## config.mk

```make
export PLATFORM = sky130hd
export DESIGN_NAME = ckey_fader
export DESIGN_NICKNAME = d
export VERILOG_FILES = /design/src/rtl/ckey_pkg.sv /design/src/rtl/ckey_regs.sv /design/src/rtl/ckey_window.sv /design/src/rtl/ckey_blend.sv /design/src/rtl/ckey_mix.sv /design/src/rtl/ckey_fader.sv
export SDC_FILE = /design/constraint.sdc
export NUM_CORES = 1
export LEC_CHECK = 0
export BUFFER_PORTS_ARGS = -buffer_cell sky130_fd_sc_hd__buf_2
export CORE_MARGIN = 4
export CORE_UTILIZATION = 55
export CTS_CLUSTER_DIAMETER = 60
export DETAILED_ROUTE_END_ITERATION = 12
export PLACE_DENSITY = 0.72
export SKIP_LAST_GASP = 1
export SYNTH_ARGS = -nofsm -noshare
export SYNTH_HDL_FRONTEND = slang
export SYNTH_SLANG_ARGS = --single-unit
```

## constraint.sdc

```tcl
create_clock -name clk -period 11.85 [get_ports clk]
set_input_delay 2.37 -clock clk [delete_from_list [all_inputs] [get_ports clk]]
set_output_delay 2.37 -clock clk [all_outputs]
set_load 0.01 [all_outputs]
```

## src/rtl/ckey_pkg.sv

```systemverilog
package ckey_pkg;
  localparam int PIX_W   = 8;
  localparam int FADE_W  = 6;
  localparam int ADDR_W  = 5;
  localparam int NKEY    = 2;
  localparam int NCOMP   = 3;
  localparam int LIM_PER_KEY = 2 * NCOMP;
  localparam int NLIM    = NKEY * LIM_PER_KEY;

  localparam int ADDR_LIM0  = 0;
  localparam int ADDR_FADE0 = ADDR_LIM0 + NLIM;
  localparam int ADDR_LUT0  = ADDR_FADE0 + NKEY;
  localparam int ADDR_FMT   = ADDR_LUT0 + NCOMP;

  localparam logic [PIX_W-1:0]  LIM_RST  = 8'h80;
  localparam logic [FADE_W-1:0] FADE_RST = '1;

  typedef logic [PIX_W-1:0] pix_t;

  typedef struct packed {
    pix_t y;
    pix_t u;
    pix_t v;
  } yuv_t;

  typedef struct packed {
    yuv_t lo;
    yuv_t hi;
    logic [FADE_W-1:0] fade;
  } key_t;

  // Configuration strobes handed from control to datapath
  typedef struct packed {
    key_t [NKEY-1:0] keys;
    yuv_t lut;
    logic vidBin;
    logic secBin;
  } cfg_t;

  function automatic yuv_t toBinary(yuv_t x, logic isBin);
    yuv_t r;
    r = x;
    if (!isBin) begin
      r.y[PIX_W-1] = ~x.y[PIX_W-1];
      r.u[PIX_W-1] = ~x.u[PIX_W-1];
      r.v[PIX_W-1] = ~x.v[PIX_W-1];
    end
    return r;
  endfunction
endpackage

```

## src/rtl/ckey_regs.sv

```systemverilog
module ckey_regs
  import ckey_pkg::*;
(
  input  logic              clk,
  input  logic              rstN,
  input  logic              wrEn,
  input  logic [ADDR_W-1:0] wrAddr,
  input  logic [PIX_W-1:0]  wrData,
  output cfg_t              cfg
);
  pix_t              limReg  [NLIM];
  logic [FADE_W-1:0] fadeReg [NKEY];
  pix_t              lutReg  [NCOMP];
  logic [1:0]        fmtReg;

  always_ff @(posedge clk or negedge rstN) begin
    if (!rstN) begin
      for (int i = 0; i < NLIM; i++) limReg[i] <= LIM_RST;
      for (int k = 0; k < NKEY; k++) fadeReg[k] <= FADE_RST;
      for (int c = 0; c < NCOMP; c++) lutReg[c] <= (c == 0) ? 8'h10 : 8'h80;
      fmtReg <= 2'b11;
    end else if (wrEn) begin
      for (int i = 0; i < NLIM; i++)
        if (wrAddr == ADDR_W'(ADDR_LIM0 + i)) limReg[i] <= wrData;
      for (int k = 0; k < NKEY; k++)
        if (wrAddr == ADDR_W'(ADDR_FADE0 + k)) fadeReg[k] <= wrData[FADE_W-1:0];
      for (int c = 0; c < NCOMP; c++)
        if (wrAddr == ADDR_W'(ADDR_LUT0 + c)) lutReg[c] <= wrData;
      if (wrAddr == ADDR_W'(ADDR_FMT)) fmtReg <= wrData[1:0];
    end
  end

  always_comb begin
    for (int k = 0; k < NKEY; k++) begin
      cfg.keys[k].lo   = {limReg[k*LIM_PER_KEY+0], limReg[k*LIM_PER_KEY+2], limReg[k*LIM_PER_KEY+4]};
      cfg.keys[k].hi   = {limReg[k*LIM_PER_KEY+1], limReg[k*LIM_PER_KEY+3], limReg[k*LIM_PER_KEY+5]};
      cfg.keys[k].fade = fadeReg[k];
    end
    cfg.lut    = {lutReg[0], lutReg[1], lutReg[2]};
    cfg.vidBin = fmtReg[0];
    cfg.secBin = fmtReg[1];
  end
endmodule

```

## src/rtl/ckey_window.sv

```systemverilog
module ckey_window
  import ckey_pkg::*;
(
  input  yuv_t smp,
  input  yuv_t lo,
  input  yuv_t hi,
  output logic hit
);
  logic [NCOMP-1:0] inRange;

  for (genvar c = 0; c < NCOMP; c++) begin : g_cmp
    localparam int LSB = c * PIX_W;
    assign inRange[c] = (smp[LSB +: PIX_W] >= lo[LSB +: PIX_W]) &&
                        (smp[LSB +: PIX_W] <= hi[LSB +: PIX_W]);
  end

  assign hit = &inRange;
endmodule

```

## src/rtl/ckey_blend.sv

```systemverilog
module ckey_blend
  import ckey_pkg::*;
(
  input  pix_t              a,
  input  pix_t              b,
  input  logic [FADE_W-1:0] f,
  output pix_t              q
);
  localparam int MAXF  = (1 << FADE_W) - 1;
  localparam int SUM_W = PIX_W + FADE_W + 1;

  logic [FADE_W-1:0] fInv;
  logic [SUM_W-1:0]  sum;
  logic [SUM_W-1:0]  quo;

  always_comb begin
    fInv = ~f;
    sum  = SUM_W'(f) * SUM_W'(a) + SUM_W'(fInv) * SUM_W'(b) + SUM_W'(MAXF / 2);
    quo  = sum / SUM_W'(MAXF);
    q    = quo[PIX_W-1:0];
  end
endmodule

```

## src/rtl/ckey_mix.sv

```systemverilog
module ckey_mix
  import ckey_pkg::*;
(
  input  logic clk,
  input  logic rstN,
  input  cfg_t cfg,
  input  logic validIn,
  input  yuv_t vidRaw,
  input  yuv_t secRaw,
  output logic validOut,
  output yuv_t mixOut
);
  yuv_t vidS, secS;
  logic [NKEY-1:0] hit;

  yuv_t              othD, vidQ, othQ, mixD;
  logic [FADE_W-1:0] facD, facQ;
  logic              v1Q;

  assign vidS = toBinary(vidRaw, cfg.vidBin);
  assign secS = toBinary(secRaw, cfg.secBin);

  for (genvar k = 0; k < NKEY; k++) begin : g_key
    ckey_window u_win (
      .smp(secS),
      .lo (cfg.keys[k].lo),
      .hi (cfg.keys[k].hi),
      .hit(hit[k])
    );
  end

  // Window 0 wins; a miss blends with full weight on video
  always_comb begin
    if (hit[0]) begin
      facD = cfg.keys[0].fade;
      othD = secS;
    end else if (hit[1]) begin
      facD = cfg.keys[1].fade;
      othD = cfg.lut;
    end else begin
      facD = '1;
      othD = vidS;
    end
  end

  always_ff @(posedge clk or negedge rstN) begin
    if (!rstN) begin
      vidQ <= '0;
      othQ <= '0;
      facQ <= '0;
      v1Q  <= 1'b0;
    end else begin
      vidQ <= vidS;
      othQ <= othD;
      facQ <= facD;
      v1Q  <= validIn;
    end
  end

  for (genvar c = 0; c < NCOMP; c++) begin : g_comp
    localparam int LSB = c * PIX_W;
    ckey_blend u_bl (
      .a(vidQ[LSB +: PIX_W]),
      .b(othQ[LSB +: PIX_W]),
      .f(facQ),
      .q(mixD[LSB +: PIX_W])
    );
  end

  always_ff @(posedge clk or negedge rstN) begin
    if (!rstN) begin
      mixOut   <= '0;
      validOut <= 1'b0;
    end else begin
      mixOut   <= mixD;
      validOut <= v1Q;
    end
  end
endmodule

```

## src/rtl/ckey_fader.sv

```systemverilog
module ckey_fader
  import ckey_pkg::*;
(
  input  logic              clk,
  input  logic              rstN,
  input  logic              wrEn,
  input  logic [ADDR_W-1:0] wrAddr,
  input  logic [PIX_W-1:0]  wrData,
  input  logic              validIn,
  input  logic [PIX_W-1:0]  vidY,
  input  logic [PIX_W-1:0]  vidU,
  input  logic [PIX_W-1:0]  vidV,
  input  logic [PIX_W-1:0]  secY,
  input  logic [PIX_W-1:0]  secU,
  input  logic [PIX_W-1:0]  secV,
  output logic              validOut,
  output logic [PIX_W-1:0]  outY,
  output logic [PIX_W-1:0]  outU,
  output logic [PIX_W-1:0]  outV
);
  cfg_t cfg;
  yuv_t mixOut;

  ckey_regs u_regs (
    .clk   (clk),
    .rstN  (rstN),
    .wrEn  (wrEn),
    .wrAddr(wrAddr),
    .wrData(wrData),
    .cfg   (cfg)
  );

  ckey_mix u_mix (
    .clk     (clk),
    .rstN    (rstN),
    .cfg     (cfg),
    .validIn (validIn),
    .vidRaw  ({vidY, vidU, vidV}),
    .secRaw  ({secY, secU, secV}),
    .validOut(validOut),
    .mixOut  (mixOut)
  );

  assign outY = mixOut.y;
  assign outU = mixOut.u;
  assign outV = mixOut.v;
endmodule

```

* After elaboration in Yosys (flattened, before gate mapping) *
Index checks and enable logic that the tools add are counted.

cells by class
  $add $sub $neg = 6
  multiply operators = 6
  div/mod/pow operators = 3
  order comparisons = 12
  equality and inequality tests = 17
  mux-type cells = 10
  bitwise logic cells = 7
  reduce and logical (&&, ||, !) cells = 27

operator list
  operator                 count
  $mul A6 B8 Y14           6
  $ge A8 B8 Y1             6
  $le A8 B8 Y1             6
  $mux W24                 2
  $add A14 B14 Y15         3
  $add A15 B5 Y15 const B  3
  $div A15 B6 Y15 const B  3
  $eq A5 B4 Y1 const B     8
  $reduce_and A2 Y1        18
  $eq A5 B3 Y1 const B     4
  $mux W6                  2
  $eq A5 B2 Y1 const B     2
  $eq A5 B5 Y1 const B     2
  $logic_and A1 B1 Y1      6
  $mux W1                  6
  $not A1 Y1               6
  $not A6 Y6               1
  $reduce_and A3 Y1        2
  $eq A5 B1 Y1 const B     1
  $logic_not A5 Y1         1

word-level totals
  flip-flop bits (word level) = 214
  input bits = 65
  output and inout bits = 25
  word-level logic and storage cells = 118

* Longest topological paths before layout *
Gate-level depths: netlist (run 1).

  depth after elaboration = 7
  depth in mapped cells = 43
  mapped depth without buffers = 37

* Hierarchy *
A second synthesis (run 1) with hierarchy kept.

second synthesis, totals
  cells, all modules = 2871
  area total of the unflattened synthesis = 26711.9 um2

modules (own cells, without submodules)
  module                              times used  cells an instance  area an instance (um2)  sequential area each (um2)
  ckey_blend at u_mix.g_comp[0].u_bl  1           708                5609.1                  0.0
  ckey_blend at u_mix.g_comp[1].u_bl  1           691                5540.3                  0.0
  ckey_blend at u_mix.g_comp[2].u_bl  1           666                5351.4                  0.0
  ckey_regs                           1           307                5196.2                  3389.5
  ckey_mix                            1           183                2647.5                  2001.9
  ckey_window                         2           158                1183.6                  0.0

* Least setup slack after synthesis (run 1) *
Ideal clock, no wire load.

  path kind = reg-to-reg
  start = reg u_mix.facQ[5]
  end = reg u_mix.mixOut[16] (netlist name)
  library setup time = 87 ps
  arrival = 9541 ps
  required time = 11763 ps
  slack = 2222 ps
  stages on the path, launching flop included = 39
  buffers on the path = 4
  clock period less this slack = 9628 ps
  path through = dfrtp_1 clkbuf_1 clkbuf_1 nand2_1 fa_1 fa_1 inv_1 fa_1 fa_1 inv_1 fa_1 inv_1 ha_1 buf_2 a21oi_2 nand2_1 o21a_1 or3_1 (+3 left out) o221a_2 o211ai_1 nand4_2 nor4_2 o211ai_2 o211a_1 or3_1 o21a_1 o31a_1 a31oi_2 nand3_2 a21boi_4 xor2_1 ha_1 xnor2_1 xnor2_1 or4_1 a211oi_2

on the way
  word-level cells in the longest chain between the ends = 5
  elaborated cells between the ends (all ways) = 6
  those cells by class = add/sub: 2; mul: 2; div: 1; bitwise: 1

ends and longest elaborated chain
  element                              RTL line          RTL
  from (decl)                          ckey_mix.sv:17    logic [FADE_W-1:0] facD, facQ;
  from (signal assigned)               ckey_mix.sv:50    facQ <= '0;
  from (signal assigned)               ckey_mix.sv:55    facQ <= facD;
  $not A6 Y6                           ckey_blend.sv:17  fInv = ~f;
  $mul A6 B8 Y14                       ckey_blend.sv:18  sum = SUM_W'(f) * SUM_W'(a) + SUM_W'(fInv) * SUM_W'(b) + SUM_W'(MAXF / 2);
  $add A14 B14 Y15 (*)                 ckey_blend.sv:18
  $add A15 B5 Y15 (*)                  ckey_blend.sv:18
  $div A15 B6 Y15 (*)                  ckey_blend.sv:19  quo = sum / SUM_W'(MAXF);
  named net u_mix.g_comp[2].u_bl.q[0]  ckey_blend.sv:7   output pix_t q

Mark *: on every way through the listed nets, which the timed path passes. The rest lies on a longest branch.
A chain may end at the register's enable or synchronous reset.

* Final worst setup path (run 1) *
  start = reg u_mix.facQ[3]
  end = reg u_mix.mixOut[16] (netlist name)

on the way
  word-level cells in the longest chain between the ends = 5
  elaborated cells between the ends (all ways) = 6
  those cells by class = add/sub: 2; mul: 2; div: 1; bitwise: 1

ends and longest elaborated chain
  element                              RTL line
  $not A6 Y6                           ckey_blend.sv:17
  $mul A6 B8 Y14                       ckey_blend.sv:18
  $add A14 B14 Y15 (*)                 ckey_blend.sv:18
  $add A15 B5 Y15 (*)                  ckey_blend.sv:18
  $div A15 B6 Y15 (*)                  ckey_blend.sv:19
  named net u_mix.g_comp[2].u_bl.q[0]  ckey_blend.sv:7

Marked as above.

==> results.sh, run 1 <==
export IMPL_status="finished, final reports clean"
export IMPL_synthesis_area_um2=25950
export IMPL_synth_top_cell_area_share_pct=17.84
export IMPL_syn_to_final_growth_pct=7.594
export IMPL_crit_fanout=48
export IMPL_multiInputGateArea_um2=18520
export IMPL_r2r_start="u_mix.facQ[3]"
export IMPL_io_buffers=89
export IMPL_drtIter0Drc=1370
export IMPL_final_area_um2=27920
export IMPL_synth_top_cells_by_area="dfrtp_1 (18%), fa_1 (17%), ha_1 (11%), inv_1 (6.5%), mux2_2 (5.0%)"
export IMPL_cts_buffer_depth=3
export IMPL_synth_warnings=0
export IMPL_setup_tns_final_ps=0
export IMPL_wirelength_mm=60.48
export IMPL_worstSetupEndpoint="u_mix.mixOut[16]"
export IMPL_regToRegSetupSlack_ps=830
export IMPL_globalRoute_totalOverflow=0
export IMPL_netlist_top_cell_by_area="dfrtp_1"
export IMPL_tritoncts="yes"
export IMPL_ant_nets=0
export IMPL_layout_common_cells="inv_1 (450), nand2_1 (248), ha_1 (228), fa_1 (222), dfrtp_1 (183)"
export IMPL_cp_num_buf_inv=3
export IMPL_worst_slew_pin_slew_ps=1040
export IMPL_drt_first_pass_iters=6
export IMPL_ff2ff_path_depth=34
export IMPL_numPlacedInstances=3506
export IMPL_relSlewSlack_pct=30.54
export IMPL_skew_ps=13.07
export IMPL_routabilityCongestion=0.8982
export IMPL_syn_nets=3393
export IMPL_seqCellArea_um2=5394
export IMPL_synth_seq_cells=214
export IMPL_slowest_delay_ps=950
export IMPL_crit_required_ps=12330
export IMPL_cp_end_kind="flop"
export IMPL_grt_use_total_pct=24.11
export IMPL_die_h_um=225.2
export IMPL_postCtsSetupRepairBufs=0
export IMPL_core_area_um2=46560
export IMPL_critical_path_slowest_cell="dfrtp_2"
export IMPL_start_util_pct=55.74
export IMPL_cts_sinks=214
export IMPL_r2r_end="u_mix.mixOut[16]"
export IMPL_syn_area_per_cell_um2=9.017
export IMPL_syn_inst=2878
export IMPL_drive_above_1_share_pct=13.49
export IMPL_fp_row_count=79
export IMPL_clk_latency_ps=560
export IMPL_crit_cells=34
export IMPL_grt_pass1_vias=21011
export IMPL_path_clk_slew_ps=60
export IMPL_h_tree_depth=1
export IMPL_finalNonFillerCells=3561
export IMPL_fin_crit_sh_pct=93.04
export IMPL_dp_hpwl_mm=47.51
export IMPL_arrival_ps=11500
export IMPL_die_w_um=225.2
export IMPL_crit_start="u_mix.facQ[3]"
export IMPL_dieArea_um2=50720
export IMPL_clk_root_buffer_cell="clkbuf_16"
export IMPL_min_period_ps=11020
export IMPL_vias=20669
export IMPL_layout_cells_most_common="inv_1"
export IMPL_final_max_slew_viol_count=0
export IMPL_fin_nets=3444
export IMPL_seq_area_frac_synth_pct=20.78
export IMPL_viasPerCell=5.804
export IMPL_nFillCells=3986
export IMPL_start_kind="flop"
export IMPL_placed_area_um2=26910
export IMPL_final_hold_viol_count=0
export IMPL_drv_cap=0
export IMPL_crit_top_cell="fa_1"
export IMPL_io_pins=90
export IMPL_drc=0
export IMPL_antenna_found_initial=6
export IMPL_synth_main_ff_cell="dfrtp_1"
export IMPL_yosys_cell_types_count=124
export IMPL_synth_edff_count=0
export IMPL_max_freq_ghz=0.09070
export IMPL_wl_per_cell_um=16.98
export IMPL_setup_viol=0
export IMPL_async_reset_ff_share_pct=100.0
export IMPL_numCtsBuffers=28
export IMPL_grt_pass1_wl_mm=103.0
export IMPL_grt_max_degree=81
export IMPL_hold_class="flop to flop"
export IMPL_path_class="flop to flop"
export IMPL_ctsHoldBuffers=0
export IMPL_rsz0062_at_grt="no"
export IMPL_crit_family="adder cells"
[Yosys cell counts (all sizes together) (8+ instances only)]
| master | instances |
|---|---|
| mux2 | 117 |
| a31oi | 14 |
| or3 | 17 |
| xnor2 | 50 |
| nand4 | 25 |
| a21o | 37 |
| o21a | 28 |
| or4 | 8 |
| nand2 | 248 |
| o211a | 12 |
| fa | 222 |
| mux2i | 39 |
| nor3 | 40 |
| buf | 18 |
| a21oi | 122 |
| or2 | 14 |
| nor2b | 105 |
| a21boi | 8 |
| o22ai | 10 |
| and3 | 27 |
| a211oi | 39 |
| o21ai | 157 |
| o211ai | 36 |
| nand3 | 43 |
| ha | 228 |
| nand2b | 111 |
| dfstp | 29 |
| clkbuf | 63 |
| inv | 450 |
| nor4 | 15 |
| and2 | 74 |
| dfrtp | 185 |
| nor2 | 111 |
| a2111oi | 8 |
| xor2 | 28 |
[area by class of cell]
type,count,share of cell area (%)
timing repair buffer,102,1.981
clock inverter,17,0.7887
sequential,214,19.32
multi-input combinational,2133,66.33
clock buffer,35,2.787
tap,607,2.720
inverter,450,6.049
antenna,3,0.02689
[state kept, by name, indices dropped and copies added (netlist names)]
register and cells:
u_mix.mixOut 24, u_mix.validOut 1, u_mix.facQ 6, u_mix.othQ 24, u_regs.fmtReg 2, u_mix.v1Q 1, u_mix.vidQ 24, u_regs.cfg 132
[per-layer routing]
metal | up-vias | GRT usage [%] | part of all wire (%)
li1 | 9866 | - | -
met1 | 10201 | 33.81 | 45
met3 | 94 | 2.853 | 4.9
met2 | 504 | 40.60 | 48
met4 | 4 | 5.402 | 2.0
met5 | - | 0 | 0.035
[logic make-up after synthesis]
kind of cell    after synthesis  share of synthesized area, %
simple gates                866                         17.69
compound gates              580                         15.97
buf+inv                     531                         7.931
fa+ha+maj                   452                         28.20
flops                       214                         20.78
mux                         156                         6.581
xor+xnor                     79                         2.849
[per-stage QoR]
stage                     utilization, %  setup slack, ps  hold slack [ps]
after floorplan                        -             2222            331.2
after global placement             57.80             1083            333.1
after detailed placement           57.80            680.4            339.7
after CTS                          59.94            649.3            353.0
after global routing               59.97            61.56            366.9
final                              59.97            825.1            350.1
[worst min path at each step]
stage | cells past startpoint | slack [ps] | end | startpoint
final | 0 | 350 | u_mix.validOut | u_mix.v1Q
after global routing | 0 | 370 | u_mix.validOut | u_mix.v1Q
after CTS | 0 | 350 | u_mix.validOut | u_mix.v1Q
after detailed placement | 0 | 340 | u_mix.validOut | u_mix.v1Q
after global placement | 0 | 330 | u_mix.validOut | u_mix.v1Q
after floorplan | 0 | 330 | u_mix.validOut | u_mix.v1Q
[repair_timing]
action / CTS / global route
hold endpoints to repair: 0 / 0
endpoints found under the setup margin: 0 / 1
gates resized for setup: 0 / 2
Power of run 1 is not shown: default switching activity piles up to over one toggle a cycle in this logic, so the estimate is an artifact.
==> inputs of run 2 (changes only) <==
CAP_MARGIN = 10   (was unset)
MAX_ROUTING_LAYER = met4   (was unset)
PLACE_DENSITY = 0.7   (was 0.72)
==> run 2 against run 1 <==
Net effect:
- first-iteration DRC count unchanged
- critical path depth grew 1
- global-route usage grew 0.55 points
- critical endpoint is now u_mix.mixOut[8]
- highest routed layer is now met4
==> results.sh, run 2 (synthesized netlist as in run 1, its figures left out) <==
export IMPL_vias=20483
export IMPL_layout_common_cells="inv_1 (450), nand2_1 (248), ha_1 (228), fa_1 (222), dfrtp_1 (181)"
export IMPL_rsz0062_at_grt="no"
export IMPL_clk_latency_ps=570
export IMPL_crit_fanout=25
export IMPL_relSlewSlack_pct=31.65
export IMPL_final_max_slew_viol_count=0
export IMPL_viasPerCell=5.749
export IMPL_status="finished, final reports clean"
export IMPL_crit_family="compound AO/OA/AOI/OAI gates"
export IMPL_fp_row_count=79
export IMPL_layout_cells_most_common="inv_1"
export IMPL_skew_ps=20.99
export IMPL_crit_top_cell="fa_1"
export IMPL_clk_root_buffer_cell="clkbuf_16"
export IMPL_min_delay_path_depth=0
export IMPL_drt_first_pass_iters=5
export IMPL_dieArea_um2=50720
export IMPL_placed_area_um2=26910
export IMPL_drv_cap=0
export IMPL_wl_per_cell_um=16.87
export IMPL_grt_pass1_vias=20773
export IMPL_cp_end_kind="flop"
export IMPL_path_clk_slew_ps=60
export IMPL_routabilityCongestion=0.9212
export IMPL_globalRoute_totalOverflow=0
export IMPL_postLayoutCoreUtil_pct=59.81
export IMPL_core_area_um2=46560
export IMPL_start_kind="flop"
export IMPL_crit_cells=35
export IMPL_final_area_um2=27850
export IMPL_ctsHoldBuffers=0
export IMPL_whs_ps=345.5
export IMPL_cp_num_buf_inv=3
export IMPL_grt_use_total_pct=24.66
export IMPL_ff2ff_path_depth=35
export IMPL_worst_slew_pin_slew_ps=1025
export IMPL_setup_viol=0
export IMPL_critical_path_slowest_cell="dfrtp_1"
export IMPL_largest_register_ffs=132
export IMPL_max_freq_ghz=0.09003
export IMPL_io_buffers=89
export IMPL_slowest_delay_ps=840
export IMPL_io_pins=90
export IMPL_antenna_found_initial=5
export IMPL_cts_buffer_depth=3
export IMPL_crit_required_ps=12350
export IMPL_drtIter0Drc=1370
export IMPL_h_tree_depth=1
export IMPL_fin_crit_sh_pct=93.74
export IMPL_wirelength_mm=60.11
export IMPL_cts_sinks=214
export IMPL_final_hold_viol_count=0
export IMPL_fin_nets=3445
export IMPL_hold_class="flop to flop"
export IMPL_nFillCells=4053
export IMPL_grt_pass1_wl_mm=102.2
export IMPL_start_util_pct=55.74
export IMPL_arrival_ps=11610
export IMPL_min_period_ps=11110
export IMPL_drive_above_1_share_pct=13.35
export IMPL_die_w_um=225.2
export IMPL_tritoncts="yes"
export IMPL_dp_hpwl_mm=47.41
export IMPL_syn_to_final_growth_pct=7.300
export IMPL_drc=0
export IMPL_die_h_um=225.2
export IMPL_ant_nets=0
export IMPL_path_class="flop to flop"
export IMPL_numCtsBuffers=28
export IMPL_setup_tns_final_ps=0
export IMPL_grt_max_degree=84
run 2: cell count changes in the layout (fill, tap and decap cells not counted), sizes merged:
| cell | delta |
|---|---|
| clkinv | -3 |
| bufinv | -2 |
| buf | +1 |
| clkbuf | +4 |
| diode | +2 |
run 2: final timing paths:
| kind | start | end | slack, ps |
|---|---|---|---|
| max in group asynchronous | rstN | u_mix.facQ[3] | 7790 |
| hold reg to reg | u_mix.v1Q | u_mix.validOut | 350 |
| setup / recovery | u_mix.facQ[4] | u_mix.mixOut[8] | 740 |
| setup reg to reg | u_mix.facQ[4] | u_mix.mixOut[8] | 740 |
| min in group asynchronous | rstN | u_mix.mixOut[12] | 1770 |
| hold / removal | u_mix.v1Q | u_mix.validOut | 350 |
run 2: area by class of cell:
type	instances	area, µm²	area share [%]
clock buffer	39	773.2	2.777
tap	607	759.5	2.727
timing repair buffer	103	560.5	2.013
inverter	450	1689	6.066
sequential	214	5396	19.38
antenna	5	12.51	0.04493
clock inverter	12	133.9	0.4808
multi-input combinational	2133	18520	66.51
run 2: worst register-to-register path: cells and delay by family, from the launching register on:
family / cells / cell delay [ps]
multiplexers: 2 / 1020
flip-flops: 1 / 840
AND/OR/NAND/NOR: 9 / 1480
buffers and inverters: 3 / 500
AO/OA/AOI/OAI: 14 / 3860
adder cells (fa/ha/maj): 7 / 3330
run 2: routing by layer:
layer | global-route usage, % | wire length [µm] | share of wire, %
met1 | 33.28 | 27290 | 45
met2 | 40.84 | 28760 | 48
met3 | 2.944 | 2914 | 4.8
met4 | 4.812 | 1148 | 1.9
met5 | - | 0 | 0
run 2: timing repair:
item	CTS	global route
setup endpoints to repair	0	2
setup buffers	0	0
gates resized for setup	0	5
hold endpoints to repair	0	0
run 2: through the flow:
stage          setup slack (ps)  cells
6_report                  742.1   3563
5_1_grt                   42.40   3563
3_5_place_dp              671.8   3507
4_1_cts                   602.8   3558
3_3_place_gp               1104   3507
2_1_floorplan              2222   2878
Power of run 2 is left out for the same reason.
==> inputs of run 3 (changes only) <==
REMOVE_ABC_BUFFERS = 1   (was unset)
clock period = 13.8 ns   (was 11.85 ns; I/O delays follow)
==> run 3 against run 2 <==
Net effect:
- sequential share of layout area decreased by 0.050 points
- routed wire length increased by 0.88%
- final cell count about the same
- worst hold slack improved by 5.8 ps
- clock skew decreased by 1.8 ps
- global-route usage increased by 0.27 points
- die area unchanged
- critical path type unchanged
- critical endpoint is now u_mix.mixOut[16]
==> results.sh, run 3 (synthesized netlist as in run 1, its figures left out) <==
export IMPL_status="finished, final reports clean"
export IMPL_wirelength_mm=60.64
export IMPL_numCtsBuffers=29
export IMPL_clk_root_buffer_cell="clkbuf_16"
export IMPL_io_buffers=89
export IMPL_io_pins=90
export IMPL_busiest_layer="met2"
export IMPL_crit_required_ps=14300
export IMPL_min_period_ps=11300
export IMPL_dieArea_um2=50720
export IMPL_layout_common_cells="inv_1 (450), nand2_1 (248), ha_1 (228), fa_1 (222), dfrtp_1 (185)"
export IMPL_grt_util_met3_pct=3.022
export IMPL_syn_to_final_growth_pct=7.478
export IMPL_postCtsSetupRepairBufs=0
export IMPL_dp_hpwl_mm=47.91
export IMPL_place_ws_ps=2653
export IMPL_start_kind="flop"
export IMPL_path_clk_slew_ps=60
export IMPL_final_area_um2=27890
export IMPL_final_max_slew_viol_count=0
export IMPL_rsz0062_at_grt="no"
export IMPL_whs_ps=351.3
export IMPL_skew_ps=19.23
export IMPL_worst_slew_pin_slew_ps=994.4
export IMPL_ant_nets=0
export IMPL_core_area_um2=46560
export IMPL_layout_cells_most_common="inv_1"
export IMPL_die_h_um=225.2
export IMPL_wl_per_cell_um=17.02
export IMPL_placed_area_um2=26910
export IMPL_grt_pass1_vias=21294
export IMPL_largest_register_ffs=132
export IMPL_h_tree_depth=1
export IMPL_fin_crit_sh_pct=81.87
export IMPL_crit_fanout=26
export IMPL_fin_nets=3445
export IMPL_routabilityCongestion=0.9201
export IMPL_grt_pass1_wl_mm=103.3
export IMPL_crit_start="u_mix.facQ[0]"
export IMPL_ctsResizeCount=0
export IMPL_drtIter0Drc=1233
export IMPL_slowest_delay_ps=860
export IMPL_setup_slack_ps=2502
export IMPL_setup_viol=0
export IMPL_start_util_pct=55.74
export IMPL_ctsHoldBuffers=0
export IMPL_grt_use_met1_pct=33.04
export IMPL_antenna_found_initial=3
export IMPL_worstSetupEndpoint="u_mix.mixOut[16]"
export IMPL_arrival_ps=11800
export IMPL_critical_path_slowest_cell="dfrtp_1"
export IMPL_ff2ff_path_depth=35
export IMPL_hold_class="flop to flop"
export IMPL_grt_use_total_pct=24.93
export IMPL_grt_max_degree=88
export IMPL_cts_sinks=214
export IMPL_globalRoute_totalOverflow=0
export IMPL_max_freq_ghz=0.08851
export IMPL_tritoncts="yes"
export IMPL_die_w_um=225.2
export IMPL_r2r_start="u_mix.facQ[0]"
export IMPL_path_class="flop to flop"
export IMPL_drc=0
export IMPL_drive_above_1_share_pct=13.41
export IMPL_drv_cap=0
export IMPL_vias=20681
export IMPL_relSlewSlack_pct=33.09
export IMPL_fp_row_count=79
export IMPL_drt_first_pass_iters=5
export IMPL_crit_top_cell="fa_1"
export IMPL_grt_use_met2_pct=41.12
export IMPL_cp_end_kind="flop"
export IMPL_final_hold_viol_count=0
export IMPL_viasPerCell=5.806
export IMPL_regToRegSetupSlack_ps=2500
export IMPL_clk_latency_ps=590
export IMPL_r2r_end="u_mix.mixOut[16]"
export IMPL_cts_buffer_depth=3
export IMPL_setup_tns_final_ps=0
-- run 3: area by class of cell --
class / count / area [µm²]
multi-input cells: 2133 / 18510
flip-flops and latches: 214 / 5391
fillers: 4025 / 18660
clock buffers: 36 / 792.0
diodes: 3 / 7.507
repair buffers: 102 / 553.0
well taps: 607 / 759.5
clock inverters: 17 / 185.2
inverters: 450 / 1689
-- run 3: worst min-delay path by stage --
stage | from | end | slack, ps | cells past startpoint
2_1_floorplan | u_mix.v1Q | u_mix.validOut | 330 | 0
3_3_place_gp | u_mix.v1Q | u_mix.validOut | 330 | 0
3_5_place_dp | u_mix.v1Q | u_mix.validOut | 350 | 0
4_1_cts | u_mix.v1Q | u_mix.validOut | 350 | 0
5_1_grt | u_mix.v1Q | u_mix.validOut | 360 | 0
6_report | u_mix.v1Q | u_mix.validOut | 350 | 0
-- run 3: routing by layer --
metal,vias up,wire length [µm]
li1,9852,-
met1,10226,27340
met2,499,28720
met3,104,2981
met4,0,1593
met5,-,0
-- run 3: stage by stage --
stage / instances / util (%)
final: 3562 / 59.91
after global routing: 3562 / 59.91
after CTS: 3559 / 59.89
after detailed placement: 3506 / 57.80
after global placement: 3506 / 57.80
after floorplan: 2797 / -
-- run 3: worst max-delay path, delay by kind of cell, from the launching register on --
kind	cells	cell delay, ps
fa+ha+maj	7	3100
simple gates	10	2710
compound gates	9	2610
flops	1	860
xor+xnor	4	860
buf+inv	4	580
mux	1	470
Power of run 3 is left out for the same reason.
